File: config.mk
export PLATFORM = sky130hd
export DESIGN_NAME = smem_strobe_seq
export DESIGN_NICKNAME = d
export VERILOG_FILES = /design/src/rtl/smem_timing_pkg.sv /design/src/rtl/smem_phase_decode.sv /design/src/rtl/smem_phase_fsm.sv /design/src/rtl/smem_bus_drive.sv /design/src/rtl/smem_strobe_seq.sv
export SDC_FILE = /design/constraint.sdc
export NUM_CORES = 1
export LEC_CHECK = 0
export BUFFER_PORTS_ARGS = -buffer_cell sky130_fd_sc_hd__clkbuf_2
export CORE_AREA = 2 2 115 89
export DETAILED_ROUTE_END_ITERATION = 10
export DIE_AREA = 0 0 117 91
export PLACE_DENSITY = 0.58
export SLEW_MARGIN = 15
export SYNTH_ARGS = -nofsm -noshare
export SYNTH_HDL_FRONTEND = slang
export SYNTH_SLANG_ARGS = --single-unit
export TNS_END_PERCENT = 5
File: constraint.sdc
create_clock -name clk -period 4.3 [get_ports clk]
set_input_delay 0 -clock clk [delete_from_list [all_inputs] [get_ports clk]]
set_output_delay 0 -clock clk [all_outputs]
set_load 0.01 [all_outputs]
File: src/rtl/smem_timing_pkg.sv
package smem_timing_pkg;

  localparam int CFG_W   = 12;
  localparam int CNT_W   = 4;
  localparam int N_TIMED = 5;
  localparam int N_SHORT = 4;

  // index of each timed phase in the decoded length vector
  localparam int IX_ASU = 0;
  localparam int IX_CSU = 1;
  localparam int IX_ACC = 2;
  localparam int IX_CSH = 3;
  localparam int IX_AH  = 4;

  typedef enum logic [2:0] {
    PH_IDLE = 3'd0,
    PH_ASU  = 3'd1,
    PH_CSU  = 3'd2,
    PH_ACC  = 3'd3,
    PH_CSH  = 3'd4,
    PH_AH   = 3'd5,
    PH_DONE = 3'd6
  } phase_e;

  typedef struct packed {
    logic       wait_en;  // [11]
    logic [1:0] ah;       // [10:9]
    logic [1:0] csh;      // [8:7]
    logic [2:0] acc;      // [6:4]
    logic [1:0] csu;      // [3:2]
    logic [1:0] asu;      // [1:0]
  } bank_cfg_t;

  localparam bank_cfg_t CFG_RESET = '{wait_en: 1'b0, ah: 2'd0, csh: 2'd0,
                                      acc: 3'd7, csu: 2'd0, asu: 2'd0};

  // setup/hold encoding: 0,1,2 are literal, 3 means four clocks
  function automatic logic [CNT_W-1:0] short_clocks(input logic [1:0] code);
    short_clocks = (code == 2'd3) ? CNT_W'(4) : CNT_W'(code);
  endfunction

  // access encoding: linear up to four, then steps of two, top code is 14
  function automatic logic [CNT_W-1:0] access_clocks(input logic [2:0] code);
    if (code < 3'd4)
      access_clocks = CNT_W'(code) + CNT_W'(1);
    else if (code == 3'd7)
      access_clocks = CNT_W'(14);
    else
      access_clocks = (CNT_W'(code) << 1) - CNT_W'(2);
  endfunction

endpackage

File: src/rtl/smem_phase_decode.sv
module smem_phase_decode
  import smem_timing_pkg::*;
(
  input  bank_cfg_t                         cfg,
  output logic [N_TIMED-1:0][CNT_W-1:0]     plen
);

  logic [N_SHORT-1:0][1:0]       short_code;
  logic [N_SHORT-1:0][CNT_W-1:0] short_len;

  assign short_code = {cfg.ah, cfg.csh, cfg.csu, cfg.asu};

  for (genvar i = 0; i < N_SHORT; i++) begin : g_short
    assign short_len[i] = short_clocks(short_code[i]);
  end

  assign plen[IX_ASU] = short_len[0];
  assign plen[IX_CSU] = short_len[1];
  assign plen[IX_ACC] = access_clocks(cfg.acc);
  assign plen[IX_CSH] = short_len[2];
  assign plen[IX_AH]  = short_len[3];

endmodule

File: src/rtl/smem_phase_fsm.sv
module smem_phase_fsm
  import smem_timing_pkg::*;
(
  input  logic                          clk,
  input  logic                          rst_n,
  input  logic                          start,
  input  logic [N_TIMED-1:0][CNT_W-1:0] plen,
  input  logic                          stretch,
  output phase_e                        phase,
  output logic                          acc_last
);

  phase_e            st_q, st_n;
  logic [CNT_W-1:0]  cnt_q, cnt_n;
  logic              nz_asu, nz_csu, nz_csh, nz_ah;

  assign nz_asu = (plen[IX_ASU] != '0);
  assign nz_csu = (plen[IX_CSU] != '0);
  assign nz_csh = (plen[IX_CSH] != '0);
  assign nz_ah  = (plen[IX_AH]  != '0);

  function automatic logic [CNT_W-1:0] len_of(input phase_e p,
                                               input logic [N_TIMED-1:0][CNT_W-1:0] l);
    case (p)
      PH_ASU:  len_of = l[IX_ASU];
      PH_CSU:  len_of = l[IX_CSU];
      PH_ACC:  len_of = l[IX_ACC];
      PH_CSH:  len_of = l[IX_CSH];
      PH_AH:   len_of = l[IX_AH];
      default: len_of = CNT_W'(1);
    endcase
  endfunction

  always_comb begin
    st_n     = st_q;
    cnt_n    = cnt_q;
    acc_last = 1'b0;
    unique case (st_q)
      PH_IDLE: begin
        if (start)
          st_n = nz_asu ? PH_ASU : (nz_csu ? PH_CSU : PH_ACC);
      end
      PH_ASU: begin
        if (cnt_q == '0) st_n = nz_csu ? PH_CSU : PH_ACC;
        else             cnt_n = cnt_q - CNT_W'(1);
      end
      PH_CSU: begin
        if (cnt_q == '0) st_n = PH_ACC;
        else             cnt_n = cnt_q - CNT_W'(1);
      end
      PH_ACC: begin
        if (cnt_q == '0) begin
          if (!stretch) begin
            acc_last = 1'b1;
            st_n     = nz_csh ? PH_CSH : (nz_ah ? PH_AH : PH_DONE);
          end
        end else begin
          cnt_n = cnt_q - CNT_W'(1);
        end
      end
      PH_CSH: begin
        if (cnt_q == '0) st_n = nz_ah ? PH_AH : PH_DONE;
        else             cnt_n = cnt_q - CNT_W'(1);
      end
      PH_AH: begin
        if (cnt_q == '0) st_n = PH_DONE;
        else             cnt_n = cnt_q - CNT_W'(1);
      end
      PH_DONE: st_n = PH_IDLE;
      default: st_n = PH_IDLE;
    endcase
    if (st_n != st_q)
      cnt_n = len_of(st_n, plen) - CNT_W'(1);
  end

  always_ff @(posedge clk) begin
    if (!rst_n) begin
      st_q  <= PH_IDLE;
      cnt_q <= '0;
    end else begin
      st_q  <= st_n;
      cnt_q <= cnt_n;
    end
  end

  assign phase = st_q;

endmodule

File: src/rtl/smem_bus_drive.sv
module smem_bus_drive
  import smem_timing_pkg::*;
#(
  parameter int ADDR_W = 16,
  parameter int DATA_W = 16
) (
  input  logic              clk,
  input  logic              rst_n,
  input  logic              accept,
  input  logic              req_write,
  input  logic [ADDR_W-1:0] req_addr,
  input  logic [DATA_W-1:0] req_wdata,
  input  phase_e            phase,
  input  logic              acc_last,
  input  logic [DATA_W-1:0] mem_rdata,
  output logic              req_ready,
  output logic              rsp_valid,
  output logic [DATA_W-1:0] rsp_rdata,
  output logic [ADDR_W-1:0] mem_addr,
  output logic              mem_addr_en,
  output logic              mem_cs_n,
  output logic              mem_oe_n,
  output logic              mem_we_n,
  output logic [DATA_W-1:0] mem_wdata
);

  logic [ADDR_W-1:0] addr_q;
  logic [DATA_W-1:0] wdata_q;
  logic [DATA_W-1:0] rdata_q;
  logic              wr_q;
  logic              in_cs, strobe;

  always_ff @(posedge clk) begin
    if (!rst_n) begin
      addr_q  <= '0;
      wdata_q <= '0;
      wr_q    <= 1'b0;
      rdata_q <= '0;
    end else begin
      if (accept) begin
        addr_q  <= req_addr;
        wdata_q <= req_wdata;
        wr_q    <= req_write;
      end
      if (acc_last && !wr_q)
        rdata_q <= mem_rdata;
    end
  end

  assign in_cs  = (phase == PH_CSU) || (phase == PH_ACC) || (phase == PH_CSH);
  assign strobe = (phase == PH_ACC);

  assign mem_addr_en = (phase == PH_ASU) || in_cs || (phase == PH_AH);
  assign mem_cs_n    = !in_cs;
  assign mem_oe_n    = !(strobe && !wr_q);
  assign mem_we_n    = !(strobe && wr_q);
  assign mem_addr    = addr_q;
  assign mem_wdata   = wdata_q;
  assign req_ready   = (phase == PH_IDLE);
  assign rsp_valid   = (phase == PH_DONE);
  assign rsp_rdata   = rdata_q;

endmodule

File: src/rtl/smem_strobe_seq.sv
module smem_strobe_seq
  import smem_timing_pkg::*;
#(
  parameter int ADDR_W = 16,
  parameter int DATA_W = 16
) (
  input  logic              clk,
  input  logic              rst_n,
  input  logic [11:0]       cfg_word,
  input  logic              req_valid,
  output logic              req_ready,
  input  logic              req_write,
  input  logic [ADDR_W-1:0] req_addr,
  input  logic [DATA_W-1:0] req_wdata,
  output logic              rsp_valid,
  output logic [DATA_W-1:0] rsp_rdata,
  output logic [ADDR_W-1:0] mem_addr,
  output logic              mem_addr_en,
  output logic              mem_cs_n,
  output logic              mem_oe_n,
  output logic              mem_we_n,
  output logic [DATA_W-1:0] mem_wdata,
  input  logic [DATA_W-1:0] mem_rdata,
  input  logic              mem_wait
);

  bank_cfg_t                     cfg_q, cfg_eff;
  logic [N_TIMED-1:0][CNT_W-1:0] plen;
  phase_e                        phase;
  logic                          accept, acc_last, stretch;

  assign accept  = req_valid && req_ready;
  assign cfg_eff = accept ? bank_cfg_t'(cfg_word) : cfg_q;
  assign stretch = cfg_q.wait_en && mem_wait;

  always_ff @(posedge clk) begin
    if (!rst_n)      cfg_q <= CFG_RESET;
    else if (accept) cfg_q <= bank_cfg_t'(cfg_word);
  end

  smem_phase_decode u_dec (
    .cfg  (cfg_eff),
    .plen (plen)
  );

  smem_phase_fsm u_fsm (
    .clk      (clk),
    .rst_n    (rst_n),
    .start    (accept),
    .plen     (plen),
    .stretch  (stretch),
    .phase    (phase),
    .acc_last (acc_last)
  );

  smem_bus_drive #(.ADDR_W(ADDR_W), .DATA_W(DATA_W)) u_bus (
    .clk         (clk),
    .rst_n       (rst_n),
    .accept      (accept),
    .req_write   (req_write),
    .req_addr    (req_addr),
    .req_wdata   (req_wdata),
    .phase       (phase),
    .acc_last    (acc_last),
    .mem_rdata   (mem_rdata),
    .req_ready   (req_ready),
    .rsp_valid   (rsp_valid),
    .rsp_rdata   (rsp_rdata),
    .mem_addr    (mem_addr),
    .mem_addr_en (mem_addr_en),
    .mem_cs_n    (mem_cs_n),
    .mem_oe_n    (mem_oe_n),
    .mem_we_n    (mem_we_n),
    .mem_wdata   (mem_wdata)
  );

endmodule

==> results of run 1 <==
-- flip-flops by register name (all words and copies together), names as in the netlist --
register and count:
u_bus.wr_q 1, u_fsm.cnt_q 4, cfg_q 12, u_bus.mem_addr 16, u_fsm.phase 3, u_bus.mem_wdata 16, u_bus.rsp_rdata 16
-- cell usage after synthesis (2+ instances only) --
| library cell | number |
|---|---|
| nor4b_1 | 2 |
| a32oi_1 | 2 |
| o21ai_1 | 5 |
| nor3_1 | 6 |
| nor2b_1 | 3 |
| nor3b_1 | 13 |
| a21oi_1 | 70 |
| dfxtp_1 | 68 |
| and2_1 | 2 |
| xnor2_1 | 3 |
| ha_1 | 3 |
| o211ai_1 | 2 |
| o21ai_0 | 11 |
| mux2i_1 | 7 |
| inv_1 | 7 |
| nand3_1 | 14 |
| clkbuf_1 | 22 |
| buf_1 | 2 |
| buf_2 | 2 |
| nand2_1 | 128 |
| a2111oi_0 | 2 |
| nand2b_1 | 2 |
| or3_1 | 2 |
| and3_1 | 2 |
| o221ai_1 | 2 |
| a21o_1 | 2 |
| buf_6 | 3 |
| a31oi_1 | 2 |
| or2_1 | 2 |
| a211oi_1 | 3 |
| nor2_1 | 13 |
-- per-stage QoR --
stage | power [W] | setup WS (ns)
final | 0.00264 | 0.712
after global routing | 0.00281 | 0.478
after CTS | 0.00266 | 0.747
after detailed placement | 0.00179 | 0.753
after global placement | 0.00177 | 0.900
after floorplan | 0.00156 | 1.27
-- worst max-delay path: cells and delay by family (launching register included) --
kind | cells | cell delay, ns
AOI/OAI and AO/OA | 8 | 1.12
and+or+nand+nor | 1 | 0.90
DFF | 1 | 0.47
adders and majority gates | 2 | 0.44
muxes | 1 | 0.41
buffers and inverters | 1 | 0.09
-- cells by family after synthesis --
family                     after synthesis  synth area share
AOI/OAI and AO/OA                      114             0.213
adders and majority gates                3            0.0114
xor gates and xnor gates                 3           0.00799
DFF                                     68             0.414
muxes                                    8            0.0247
buffers and inverters                   37            0.0498
and+or+nand+nor                        197             0.279
-- final cells by class --
| cell class | instances | area (um2) |
|---|---|---|
| Fill cell | 919 | 4640 |
| Multi-Input combinational cell | 325 | 1770 |
| Sequential cell | 68 | 1360 |
| Timing Repair Buffer | 179 | 1200 |
| Clock buffer | 11 | 253 |
| Tap cell | 132 | 165 |
| Clock inverter | 5 | 83.8 |
| Inverter | 8 | 30.0 |
-- repair_timing --
item | in CTS | in global routing
gates resized for setup | 0 | 0
hold buffers | 60 | 0
hold endpoints to repair | 62 | 0
endpoints found under the setup margin | 0 | 0
buffers inserted | 0 | 0
-- final timing paths --
path	from	endpoint	slack (ns)
max	u_fsm.phase[1]	u_fsm.cnt_q[2]	0.71
min	cfg_word[6]	cfg_q[6]	0.02
max reg2reg	u_fsm.phase[1]	u_fsm.cnt_q[2]	0.71
min reg2reg	u_bus.mem_addr[0]	u_bus.mem_addr[0]	0.45
-- where the power goes --
group | internal [W] | switching [W] | total (W)
logic | 0.000407 | 0.000593 | 0.00100
registers | 0.000727 | 0.0000964 | 0.000823
clock network | 0.000540 | 0.000274 | 0.000814
-- per-layer routing --
metal	routed length, um	global-route usage
met5	0	0
met4	107	0.0539
met3	527	0.0474
met2	4360	0.272
met1	4630	0.251
==> impl_metrics.yaml, run 1 <==
synth:
  netlist_area_um2: 3290
  synth_cell_type_count: 54
  yosysTopAreaCellShare: 0.414
  synth-edff-count: 0
  ys.flop_type: "dfxtp_1"
  syn_inst: 430
  ys_warn_count: 0
  yosys_register_bits: 68
  yosysTopAreaCell: "dfxtp_1"
  synthArstFlopShare: 0
  syn_avg_cell_area_um2: 7.65
  seq_area_frac_synth: 0.414
  synth.area.top_cells: "dfxtp_1 41%, nand2_1 15%, a21oi_1 11%, nor3b_1 3.0%, clkbuf_1 2.5%"
  synth_nets: 498
die:
  die_w_um: 117
  start_util: 0.346
  die-height_um: 91
  num_io_pins: 119
  rows: 31
  core_um2: 9500
  die-area_um2: 10600
worst_setup_path:
  cp-end-kind: "flip-flop"
  timing_worst_setup_path_type: "reg -> reg"
  cpMaxStageDelayCell: "or4b_4"
  critPathMaxFanout: 62
  path_cells: "or4b_4 -> mux2i_1 -> inv_1 -> ha_1 -> a21oi_1 -> a21oi_1 -> a311oi_2 -> a31oi_2 -> a32oi_1 -> ha_1 -> a31oi_1 -> o21ai_0 -> a21oi_1"
  required_ns: 4.52
  reg2reg_depth: 13
  arrival_ns: 3.80
  cpMostUsedCell: "a21oi_1"
  max_stage_delay_ns: 0.90
  startpoint_type: "flip-flop"
detailed_routing:
  viasPerCell: 4.78
  drcViolationCount: 0
  wl_per_cell_um: 13.2
  ant_nets: 0
  route.vias.total: 3483
  drt-total-wl_um: 9630
  drtIter0Drc: 193
  dr.pass1.iters: 4
placed_design:
  dp_hpwl_um: 6360
  placed_area_um2: 3930
  place_congestion: 0.847
  port_buffers: 118
  dp_cells: 652
global_routing:
  antenna_found_initial: 0
  grt_pass1_wl_um: 15600
  grt.overflow.total: 0
  grt_pass1_vias: 3304
  grt_usage: 0.180
  grt_max_degree: 63
cells_and_area:
  final_cell_mix: "128 x nand2_1, 118 x clkbuf_2, 70 x a21oi_1, 68 x dfxtp_1, 60 x dlygate4sd3_1"
  layout.cells.non_filler: 728
  final_cell_area_um2: 4860
  area_delta_synth_final_pct: 47.8
  mostFrequentLayoutCell: "nand2_1"
  drive_gt1_frac: 0.250
  finish.utilization: 0.512
  diodes: 0
  nets: 659
clock_network:
  path_clk_slew_ns: 0.06
  cts_buffers: 9
  cts_tree: "done"
  cts_num_sinks: 68
  htree_levels: 3
  insertion_delay_ns: 0.33
  cts_buffer_depth: 2
  cts_root_buf: "clkbuf_16"
power_and_ir_drop:
  power_leakage_nw: 2.02
  p_per_area_nw_per_um2: 542
  vdd_ir_drop_max_uv: 239
sta:
  setup_tns_ns: 0
  final_hold_viol_count: 0
  setup_violations: 0
  max_freq_ghz: 0.279
  rsz0062_at_grt: "no"
  relSlewSlack: 0.280
  tightest_slew_ns: 1.08
  fin_hold_ws_ns: 0.0214
  min_period_ns: 3.59
  post-route-period-util: 0.834
  drv_slew: 0
  skew_ns: 0.00548
outcome:
  status: "finished clean"
hold_path:
  holdPathStages: 3
  hp-class: "in -> reg"
flow_run:
  drv_cap: 0
No activity file was read; power rests on OpenSTA's default activity.
==> run 2, diff against run 1 <==
- PLACE_DENSITY: 0.58 -> 0.61
- clock period: 4.3 -> 3.2 ns (I/O delays scaled with it)
==> run 2 against run 1 <==
Against the previous run: power rose by 38%; register-to-register slack got worse by 0.58 ns; utilization rose by 0.97 points; die area stayed put; setup slack got worse by 0.58 ns; combinational power is 51% higher; critical path depth stayed put; highest routed layer unchanged; count of clock-buffer cells in the layout rose by 2; wire length grew 6.9%; sequential cell count unchanged; cell count grew 1.4%.
==> impl_metrics.yaml, run 2 (same netlist as run 1, synthesis figures left out) <==
sta:
  min_period_ns: 3.07
  fin_ws_ns: 0.132
  rsz0062_at_grt: "no"
  max_freq_ghz: 0.326
  post-route-period-util: 0.959
  setup_violations: 0
  setup_tns_ns: 0
  final_hold_viol_count: 0
  drv_slew: 0
  fin_hold_ws_ns: 0.00779
  tightest_slew_ns: 1.06
  relSlewSlack: 0.292
  skew_ns: 0.00826
detailed_routing:
  dr.pass1.iters: 4
  drt-total-wl_um: 10300
  drtIter0Drc: 173
  viasPerCell: 4.98
  drcViolationCount: 0
  wl_per_cell_um: 13.9
  ant_nets: 0
  route.vias.total: 3676
cells_and_area:
  nets: 669
  mostFrequentLayoutCell: "nand2_1"
  final_cell_mix: "128 x nand2_1, 118 x clkbuf_2, 70 x a21oi_1, 68 x dfxtp_1, 60 x dlygate4sd3_1"
  diodes: 0
  drive_gt1_frac: 0.267
  final_cell_area_um2: 4960
  area_delta_synth_final_pct: 50.6
worst_setup_path:
  cp-end-kind: "flip-flop"
  r2r_slack_ns: 0.13
  critPathMaxFanout: 12
  required_ns: 3.41
  arrival_ns: 3.28
  timing_worst_setup_path_type: "reg -> reg"
  rr_startpoint: "u_fsm.phase[0]"
  startpoint_type: "flip-flop"
  reg2reg_depth: 13
  r2r_end: "u_fsm.cnt_q[2]"
die:
  die-area_um2: 10600
  core_um2: 9500
  die_w_um: 117
  rows: 31
  start_util: 0.346
  die-height_um: 91
  num_io_pins: 119
power_and_ir_drop:
  vdd_ir_drop_max_uv: 330
  power_leakage_nw: 2.08
  p_sw_frac: 0.368
  internal_power_w: 0.00230
  p_sw_w: 0.00134
  combPwrFrac: 0.417
  clkPwrFrac: 0.287
  p_per_area_nw_per_um2: 733
  seqPwrFrac: 0.296
clock_network:
  insertion_delay_ns: 0.32
  cts_root_buf: "clkbuf_16"
  cts_buffer_depth: 2
  htree_levels: 3
  cts_buffers: 9
  cts_num_sinks: 68
  path_clk_slew_ns: 0.06
  cts_tree: "done"
flow_run:
  drv_cap: 0
hold_path:
  holdPathStages: 3
  whs_endpoint: "cfg_q[9]"
  hp-class: "in -> reg"
  min_from: "cfg_word[9]"
global_routing:
  grt_usage: 0.197
  grt_max_degree: 63
  grt.overflow.total: 0
  grt_pass1_vias: 3627
  antenna_found_initial: 0
  grt_pass1_wl_um: 16800
placed_design:
  dp_hpwl_um: 6770
  dp_slack_ns: 0.0993
  port_buffers: 118
  placed_area_um2: 3990
  place_congestion: 0.880
outcome:
  status: "finished clean"
[run 2: routing by layer]
| layer | global-route usage | up-vias | share of wire |
|---|---|---|---|
| li1 | - | 1826 | - |
| met1 | 0.258 | 1685 | 0.45 |
| met2 | 0.316 | 143 | 0.46 |
| met3 | 0.0454 | 22 | 0.058 |
| met4 | 0.0735 | 0 | 0.024 |
| met5 | 0 | - | 0 |
[run 2: layout make-up]
| cell class | count | area (um2) |
|---|---|---|
| clock buffer | 13 | 280 |
| clock inverter | 3 | 42.5 |
| fill | 898 | 4550 |
| inverter | 8 | 30.0 |
| multi-input combinational | 325 | 1790 |
| sequential | 68 | 1360 |
| tap | 132 | 165 |
| timing repair buffer | 189 | 1290 |
[run 2: worst max-delay path by stage]
stage | startpoint | endpoint | slack, ns
floorplan | u_fsm.phase[1] | u_fsm.cnt_q[2] | 0.17
global placement | u_fsm.phase[0] | u_fsm.cnt_q[2] | 0.26
detailed placement | u_fsm.phase[0] | u_fsm.cnt_q[2] | 0.1
CTS | u_fsm.phase[0] | u_fsm.cnt_q[2] | 0.09
global route | u_fsm.phase[0] | u_fsm.cnt_q[2] | 0.005
finish | u_fsm.phase[0] | u_fsm.cnt_q[2] | 0.13
[run 2: timing repair]
action,CTS,global route
hold buffers,59,1
endpoints found under the setup margin,0,1
gates resized for setup,0,4
setup buffers,0,1
endpoints found under the hold margin,60,1
[run 2: power by group through the flow]
stage	combinational, W	sequential, W	clock, W
after floorplan	0.000992	0.00111	0
after global placement	0.00134	0.00108	0
after detailed placement	0.00137	0.00109	0
after CTS	0.00143	0.00107	0.00107
after global routing	0.00167	0.00109	0.00111
final	0.00151	0.00108	0.00104
[run 2: per-stage QoR]
| step | utilization | total power [W] | std cells |
|---|---|---|---|
| 6_report | 0.522 | 0.00363 | 738 |
| 3_3_place_gp | 0.420 | 0.00242 | 661 |
| 3_5_place_dp | 0.420 | 0.00246 | 661 |
| 2_1_floorplan | - | 0.00210 | 430 |
| 4_1_cts | 0.516 | 0.00357 | 736 |
| 5_1_grt | 0.522 | 0.00386 | 738 |
[run 2: critical path, stage by stage, from the launching register on]
cell and delay (ns):
dfxtp_1 0.31, or4b_4 0.67, mux2i_2 0.32, inv_1 0.08, ha_1 0.21, a21oi_1 0.12
a21oi_1 0.08, a311oi_2 0.31, a31oi_2 0.08, a32oi_1 0.23, ha_1 0.23, a31oi_1 0.09
o21ai_0 0.16, a21oi_1 0.05
